`src/rtl/srf_pkg.sv`:
```
package srf_pkg;

   typedef enum logic [1:0] {
      WK_KEEP       = 2'd0,
      WK_LOAD       = 2'd1,
      WK_SHADE      = 2'd2,
      WK_LOAD_SHADE = 2'd3
   } srf_wr_kind_e;

   function automatic srf_wr_kind_e srf_classify(input logic en,
                                                 input logic pval,
                                                 input logic ptnt);
      srf_wr_kind_e k;
      if (!en)
         k = WK_KEEP;
      else if (ptnt)
         k = pval ? WK_LOAD_SHADE : WK_SHADE;
      else
         k = pval ? WK_LOAD : WK_KEEP;
      return k;
   endfunction

endpackage

```
`src/rtl/srf_wr_gate.sv`:
```
module srf_wr_gate
   import srf_pkg::*;
#(
   parameter int NUM_PRED = 2,
   localparam int PSEL_W = $clog2(NUM_PRED)
) (
   input  logic                wr_en_i,
   input  logic [PSEL_W-1:0]   psel_i,
   input  logic [NUM_PRED-1:0] pred_val_i,
   input  logic [NUM_PRED-1:0] pred_taint_i,
   output srf_wr_kind_e        kind_o
);
   logic sel_val;
   logic sel_tnt;

   always_comb begin
      sel_val = pred_val_i[psel_i];
      sel_tnt = pred_taint_i[psel_i];
      kind_o  = srf_classify(wr_en_i, sel_val, sel_tnt);
   end
endmodule

```
`src/rtl/srf_gpr_bank.sv`:
```
module srf_gpr_bank
   import srf_pkg::*;
#(
   parameter int DATA_W  = 32,
   parameter int NUM_GPR = 8,
   localparam int IDX_W  = $clog2(NUM_GPR)
) (
   input  logic                             clk,
   input  logic                             rst_n,
   input  srf_wr_kind_e                     kind_i,
   input  logic [IDX_W-1:0]                 idx_i,
   input  logic [DATA_W-1:0]                data_i,
   input  logic [DATA_W-1:0]                taint_i,
   output logic [NUM_GPR-1:0][DATA_W-1:0]   data_q,
   output logic [NUM_GPR-1:0][DATA_W-1:0]   taint_q
);
   for (genvar g = 0; g < NUM_GPR; g++) begin : g_reg
      logic hit;
      assign hit = (idx_i == IDX_W'(g));

      always_ff @(posedge clk) begin
         if (!rst_n) begin
            data_q[g]  <= '0;
            taint_q[g] <= '0;
         end else if (hit) begin
            unique case (kind_i)
               WK_LOAD: begin
                  data_q[g]  <= data_i;
                  taint_q[g] <= taint_i;
               end
               WK_SHADE: begin
                  taint_q[g] <= '1;
               end
               WK_LOAD_SHADE: begin
                  data_q[g]  <= data_i;
                  taint_q[g] <= '1;
               end
               default: ;
            endcase
         end
      end
   end
endmodule

```
`src/rtl/srf_pred_bank.sv`:
```
module srf_pred_bank #(
   parameter int DATA_W   = 32,
   parameter int NUM_PRED = 2,
   localparam int PSEL_W  = $clog2(NUM_PRED)
) (
   input  logic                clk,
   input  logic                rst_n,
   input  logic                cmp_en_i,
   input  logic [PSEL_W-1:0]   cmp_idx_i,
   input  logic                cmp_result_i,
   input  logic [DATA_W-1:0]   opa_taint_i,
   input  logic [DATA_W-1:0]   opb_taint_i,
   output logic [NUM_PRED-1:0] val_q,
   output logic [NUM_PRED-1:0] taint_q
);
   logic any_taint;
   assign any_taint = (|opa_taint_i) | (|opb_taint_i);

   for (genvar p = 0; p < NUM_PRED; p++) begin : g_pred
      always_ff @(posedge clk) begin
         if (!rst_n) begin
            val_q[p]   <= 1'b0;
            taint_q[p] <= 1'b0;
         end else if (cmp_en_i && (cmp_idx_i == PSEL_W'(p))) begin
            val_q[p]   <= cmp_result_i;
            taint_q[p] <= any_taint;
         end
      end
   end
endmodule

```
`src/rtl/srf_read_port.sv`:
```
module srf_read_port #(
   parameter int DATA_W  = 32,
   parameter int NUM_GPR = 8,
   localparam int IDX_W  = $clog2(NUM_GPR)
) (
   input  logic [NUM_GPR-1:0][DATA_W-1:0] data_i,
   input  logic [NUM_GPR-1:0][DATA_W-1:0] taint_i,
   input  logic [IDX_W-1:0]               idx_i,
   output logic [DATA_W-1:0]              data_o,
   output logic [DATA_W-1:0]              taint_o
);
   assign data_o  = data_i[idx_i];
   assign taint_o = taint_i[idx_i];
endmodule

```
`src/rtl/shadow_regfile.sv`:
```
module shadow_regfile
   import srf_pkg::*;
#(
   parameter int DATA_W   = 32,
   parameter int NUM_GPR  = 8,
   parameter int NUM_PRED = 2,
   localparam int IDX_W   = $clog2(NUM_GPR),
   localparam int PSEL_W  = $clog2(NUM_PRED)
) (
   input  logic                clk,
   input  logic                rst_n,
   input  logic                wr_en_i,
   input  logic [IDX_W-1:0]    wr_idx_i,
   input  logic [DATA_W-1:0]   wr_data_i,
   input  logic [DATA_W-1:0]   wr_taint_i,
   input  logic [PSEL_W-1:0]   wr_psel_i,
   input  logic                cmp_en_i,
   input  logic [PSEL_W-1:0]   cmp_idx_i,
   input  logic                cmp_result_i,
   input  logic [DATA_W-1:0]   cmp_opa_taint_i,
   input  logic [DATA_W-1:0]   cmp_opb_taint_i,
   input  logic [IDX_W-1:0]    rd0_idx_i,
   output logic [DATA_W-1:0]   rd0_data_o,
   output logic [DATA_W-1:0]   rd0_taint_o,
   input  logic [IDX_W-1:0]    rd1_idx_i,
   output logic [DATA_W-1:0]   rd1_data_o,
   output logic [DATA_W-1:0]   rd1_taint_o,
   output logic [NUM_PRED-1:0] pred_val_o,
   output logic [NUM_PRED-1:0] pred_taint_o
);
   if (DATA_W < 1) begin : g_bad_width
      $error("shadow_regfile: DATA_W must be at least 1");
   end
   if (NUM_GPR < 2 || (NUM_GPR & (NUM_GPR - 1)) != 0) begin : g_bad_gpr
      $error("shadow_regfile: NUM_GPR must be a power of two, at least 2");
   end
   if (NUM_PRED < 2 || (NUM_PRED & (NUM_PRED - 1)) != 0) begin : g_bad_pred
      $error("shadow_regfile: NUM_PRED must be a power of two, at least 2");
   end

   srf_wr_kind_e                   wr_kind;
   logic [NUM_GPR-1:0][DATA_W-1:0] gpr_data;
   logic [NUM_GPR-1:0][DATA_W-1:0] gpr_taint;

   srf_pred_bank #(.DATA_W(DATA_W), .NUM_PRED(NUM_PRED)) u_pred (
      .clk          (clk),
      .rst_n        (rst_n),
      .cmp_en_i     (cmp_en_i),
      .cmp_idx_i    (cmp_idx_i),
      .cmp_result_i (cmp_result_i),
      .opa_taint_i  (cmp_opa_taint_i),
      .opb_taint_i  (cmp_opb_taint_i),
      .val_q        (pred_val_o),
      .taint_q      (pred_taint_o)
   );

   srf_wr_gate #(.NUM_PRED(NUM_PRED)) u_gate (
      .wr_en_i      (wr_en_i),
      .psel_i       (wr_psel_i),
      .pred_val_i   (pred_val_o),
      .pred_taint_i (pred_taint_o),
      .kind_o       (wr_kind)
   );

   srf_gpr_bank #(.DATA_W(DATA_W), .NUM_GPR(NUM_GPR)) u_gpr (
      .clk     (clk),
      .rst_n   (rst_n),
      .kind_i  (wr_kind),
      .idx_i   (wr_idx_i),
      .data_i  (wr_data_i),
      .taint_i (wr_taint_i),
      .data_q  (gpr_data),
      .taint_q (gpr_taint)
   );

   srf_read_port #(.DATA_W(DATA_W), .NUM_GPR(NUM_GPR)) u_rd0 (
      .data_i  (gpr_data),
      .taint_i (gpr_taint),
      .idx_i   (rd0_idx_i),
      .data_o  (rd0_data_o),
      .taint_o (rd0_taint_o)
   );

   srf_read_port #(.DATA_W(DATA_W), .NUM_GPR(NUM_GPR)) u_rd1 (
      .data_i  (gpr_data),
      .taint_i (gpr_taint),
      .idx_i   (rd1_idx_i),
      .data_o  (rd1_data_o),
      .taint_o (rd1_taint_o)
   );
endmodule

```
`config.mk`:
```
export PLATFORM = sky130hd
export DESIGN_NAME = shadow_regfile
export DESIGN_NICKNAME = d
export VERILOG_FILES = /design/src/rtl/srf_pkg.sv /design/src/rtl/srf_wr_gate.sv /design/src/rtl/srf_gpr_bank.sv /design/src/rtl/srf_pred_bank.sv /design/src/rtl/srf_read_port.sv /design/src/rtl/shadow_regfile.sv
export SDC_FILE = /design/constraint.sdc
export NUM_CORES = 1
export LEC_CHECK = 0
export BUFFER_PORTS_ARGS = -buffer_cell sky130_fd_sc_hd__buf_2
export CAP_MARGIN = 20
export CORE_MARGIN = 2
export CORE_UTILIZATION = 55
export CTS_BUF_LIST = sky130_fd_sc_hd__clkbuf_4 sky130_fd_sc_hd__clkbuf_8
export DETAILED_ROUTE_END_ITERATION = 8
export GPL_TIMING_DRIVEN = 0
export PLACE_DENSITY_LB_ADDON = 0.3
export SLEW_MARGIN = 40
export SYNTH_ARGS = -nofsm -noshare
export SYNTH_HDL_FRONTEND = slang
export SYNTH_SLANG_ARGS = --single-unit
```
`constraint.sdc`:
```
create_clock -name clk -period 6.1 [get_ports clk]
set_clock_uncertainty 0.2 [all_clocks]
set_input_delay 1.22 -clock clk [delete_from_list [all_inputs] [get_ports clk]]
set_output_delay 1.22 -clock clk [all_outputs]
set_load 0.005 [all_outputs]
```
==> flow_metrics.tcl <==
set metrics [dict create \
    chipWidth_um 222 \
    first_iter_violations 2326 \
    cts_buffers 89 \
    clock_path_buffers 3 \
    place_inst 3179 \
    final_core_util_pct 63.9 \
    detailed_place_hpwl_mm 62.6 \
    dp_slack_ps 1340 \
    vias_per_cell 6.77 \
    leakage_nw 11.2 \
    coreArea_mm2 0.0474 \
    initial_core_util_pct 55.3 \
    die_area_mm2 0.0495 \
    final-max-slew-violation-count 0 \
    endpoint_kind "primary output" \
    cts_setup_buffers 0 \
    worstPathRequired_ps 4680 \
    synth_seq_cells 516 \
    grt_first_pass_wirelength_mm 135 \
    globalplace.congestion 0.937 \
    period_minus_slack_ps 4810 \
    crit_family "buffers and inverters" \
    slowest_stage "buf_1" \
    maxCapViolations 0 \
    top_layer "met5" \
    n_fill_cell 3710 \
    met3WireLength_mm 10.7 \
    whs_ps 262 \
    cts.repair.resized 0 \
    fp-row-count 80 \
    clk_latency_ps 680 \
    port_buffers 235 \
    syn_area_mm2 0.0263 \
    yosysUniqueCellTypes 29 \
    async_flop_share_pct 0 \
    fin_area_mm2 0.0303 \
    status "finished, final reports clean" \
    grtUsageTotal_pct 35.8 \
    cts_hold_buf 0 \
    critical_path.max_stage_delay_ps 640 \
    clock.fmax_mhz 208 \
    grt_pass1_vias 22500 \
    worst-path-buf-inv 3 \
    routed_wl_mm 90.3 \
    worstPathCellList "clkbuf_1, buf_1, mux4_2, mux2_2, buf_2" \
    hold_class "flip-flop to flip-flop" \
    arrival_ps 3390 \
    htreeDepth 3 \
    yosysSeqAreaShare_pct 39.3 \
    synthesis.instances 2327 \
    avgSynthCellArea_um2 11.3 \
    slew_headroom_pct 37.9 \
    worst_pin_slew_ps 924 \
    antenna_found_initial 10 \
    drc_errors 0 \
    cts.sinks 516 \
    vias 22700 \
    grt_overflow 0 \
    cp-start-kind "primary input" \
    layout-drive-gt1-share_pct 42.0 \
    p_total_mw 7.68 \
    path_max_fanout 10 \
    tns_ps 0 \
    ys_warn_count 0 \
    min_from "u_gpr.data_q[217]" \
    area_delta_synth_final_pct 15.6 \
    ant_nets 0 \
    wl_met1_mm 33.3 \
    dr.pass1.iters 6 \
    ir_worst_vdd_uv 188 \
    io_pins 276 \
    finalWorstSetupSlack_ps 1290 \
    powerDensity_mw_per_mm2 253 \
    root_buffer "clkbuf_8" \
    fp.dieH_um 222 \
    path_clk_slew_ps 60 \
    syn-num-nets 2471 \
    ys.flop_type "dfxtp_1" \
    wl_per_cell_um 26.9 \
    met2_length_mm 41.4 \
    synth_edf_count 0 \
    final_cell_mix "dfxtp_1, nand2_1, buf_2, mux4_2, o221a_2" \
    r2r_start "u_pred.val_q[0]" \
    placed_cell_area_mm2 0.0282 \
    crit_start "rd0_idx_i[1]" \
    setup-violations-final 0 \
    cts_tree "yes" \
    critical_path_class "primary input to primary output" \
    final_common_cell "dfxtp_1" \
    grt_max_degree 13 \
    finalHoldViolCount 0 \
    rsz0062_at_grt "no" \
    fin_nets 2800 \
    instances_no_fill 3352 \
    rrSetupSlack_ps 3050 \
    fin_crit_sh_pct 78.8 \
]
power breakdown:
part           internal [mW]  total, mW  switching [mW]
combinational          0.274      0.674           0.400
clock                   2.03       3.56            1.52
sequential              3.42       3.45          0.0365
path summary, 6_finish.rpt:
kind,endpoint,cells after the start
worst max-delay path,rd0_data_o[7],5
worst min-delay path,u_gpr.data_q[217],2
worst max register to register,u_gpr.taint_q[218],5
worst min register to register,u_gpr.data_q[217],2
cell usage after synthesis, types with 12 or more instances:
cell / n / area share, %
dfxtp_1: 516 / 39
nand2_1: 515 / 7.4
mux4_2: 256 / 22
o221a_2: 255 / 11
a21boi_0: 225 / 6.4
clkbuf_1: 191 / 2.7
mux2_2: 130 / 5.6
buf_2: 52 / 0.99
nand2b_1: 35 / 0.83
a21boi_1: 32 / 0.91
buf_4: 30 / 0.86
buf_1: 25 / 0.36
nor4_1: 17 / 0.41
nand4_1: 12 / 0.29
cells by family (layout without fill, tap and decap cells):
logic type	Yosys count	in the layout	synth area share, %
AO/OA/AOI/OAI	519	519	18.5
buffers and inverters	301	705	4.98
other	0	6	0
flip-flops	516	516	39.3
AND/OR/NAND/NOR	603	603	9.59
multiplexers	388	388	27.6
flip-flops by register name, summed over array words and instances (netlist names):
| register | cells |
|---|---|
| u_gpr.data_q | 256 |
| u_gpr.taint_q | 256 |
| u_pred.taint_q | 2 |
| u_pred.val_q | 2 |
worst register-to-register path: stages, from the launching register on:
cell,delay (ps)
dfxtp_1,540
mux2_2,220
buf_2,190
nand4_1,730
clkbuf_1,620
o221a_2,450
layer usage:
metal  up-vias  GRT usage (%)
met2      1524           55.4
li1       9503              -
met4        10           20.2
met5         -              0
met3       326           9.39
met1     11300           45.8
cell type report:
cell class / count / area [µm²] / share of cell area [%]
multi-input cells: 1510 / 14700 / 48.3
flip-flops and latches: 516 / 10300 / 34.0
clock buffers: 152 / 1930 / 6.36
plain buffers: 298 / 1310 / 4.31
repair buffers: 238 / 1210 / 3.98
well taps: 615 / 769 / 2.54
clock inverters: 14 / 114 / 0.375
diodes: 6 / 15.0 / 0.0495
inverters: 3 / 11.3 / 0.0371
Power figures use the tool's default switching activity.
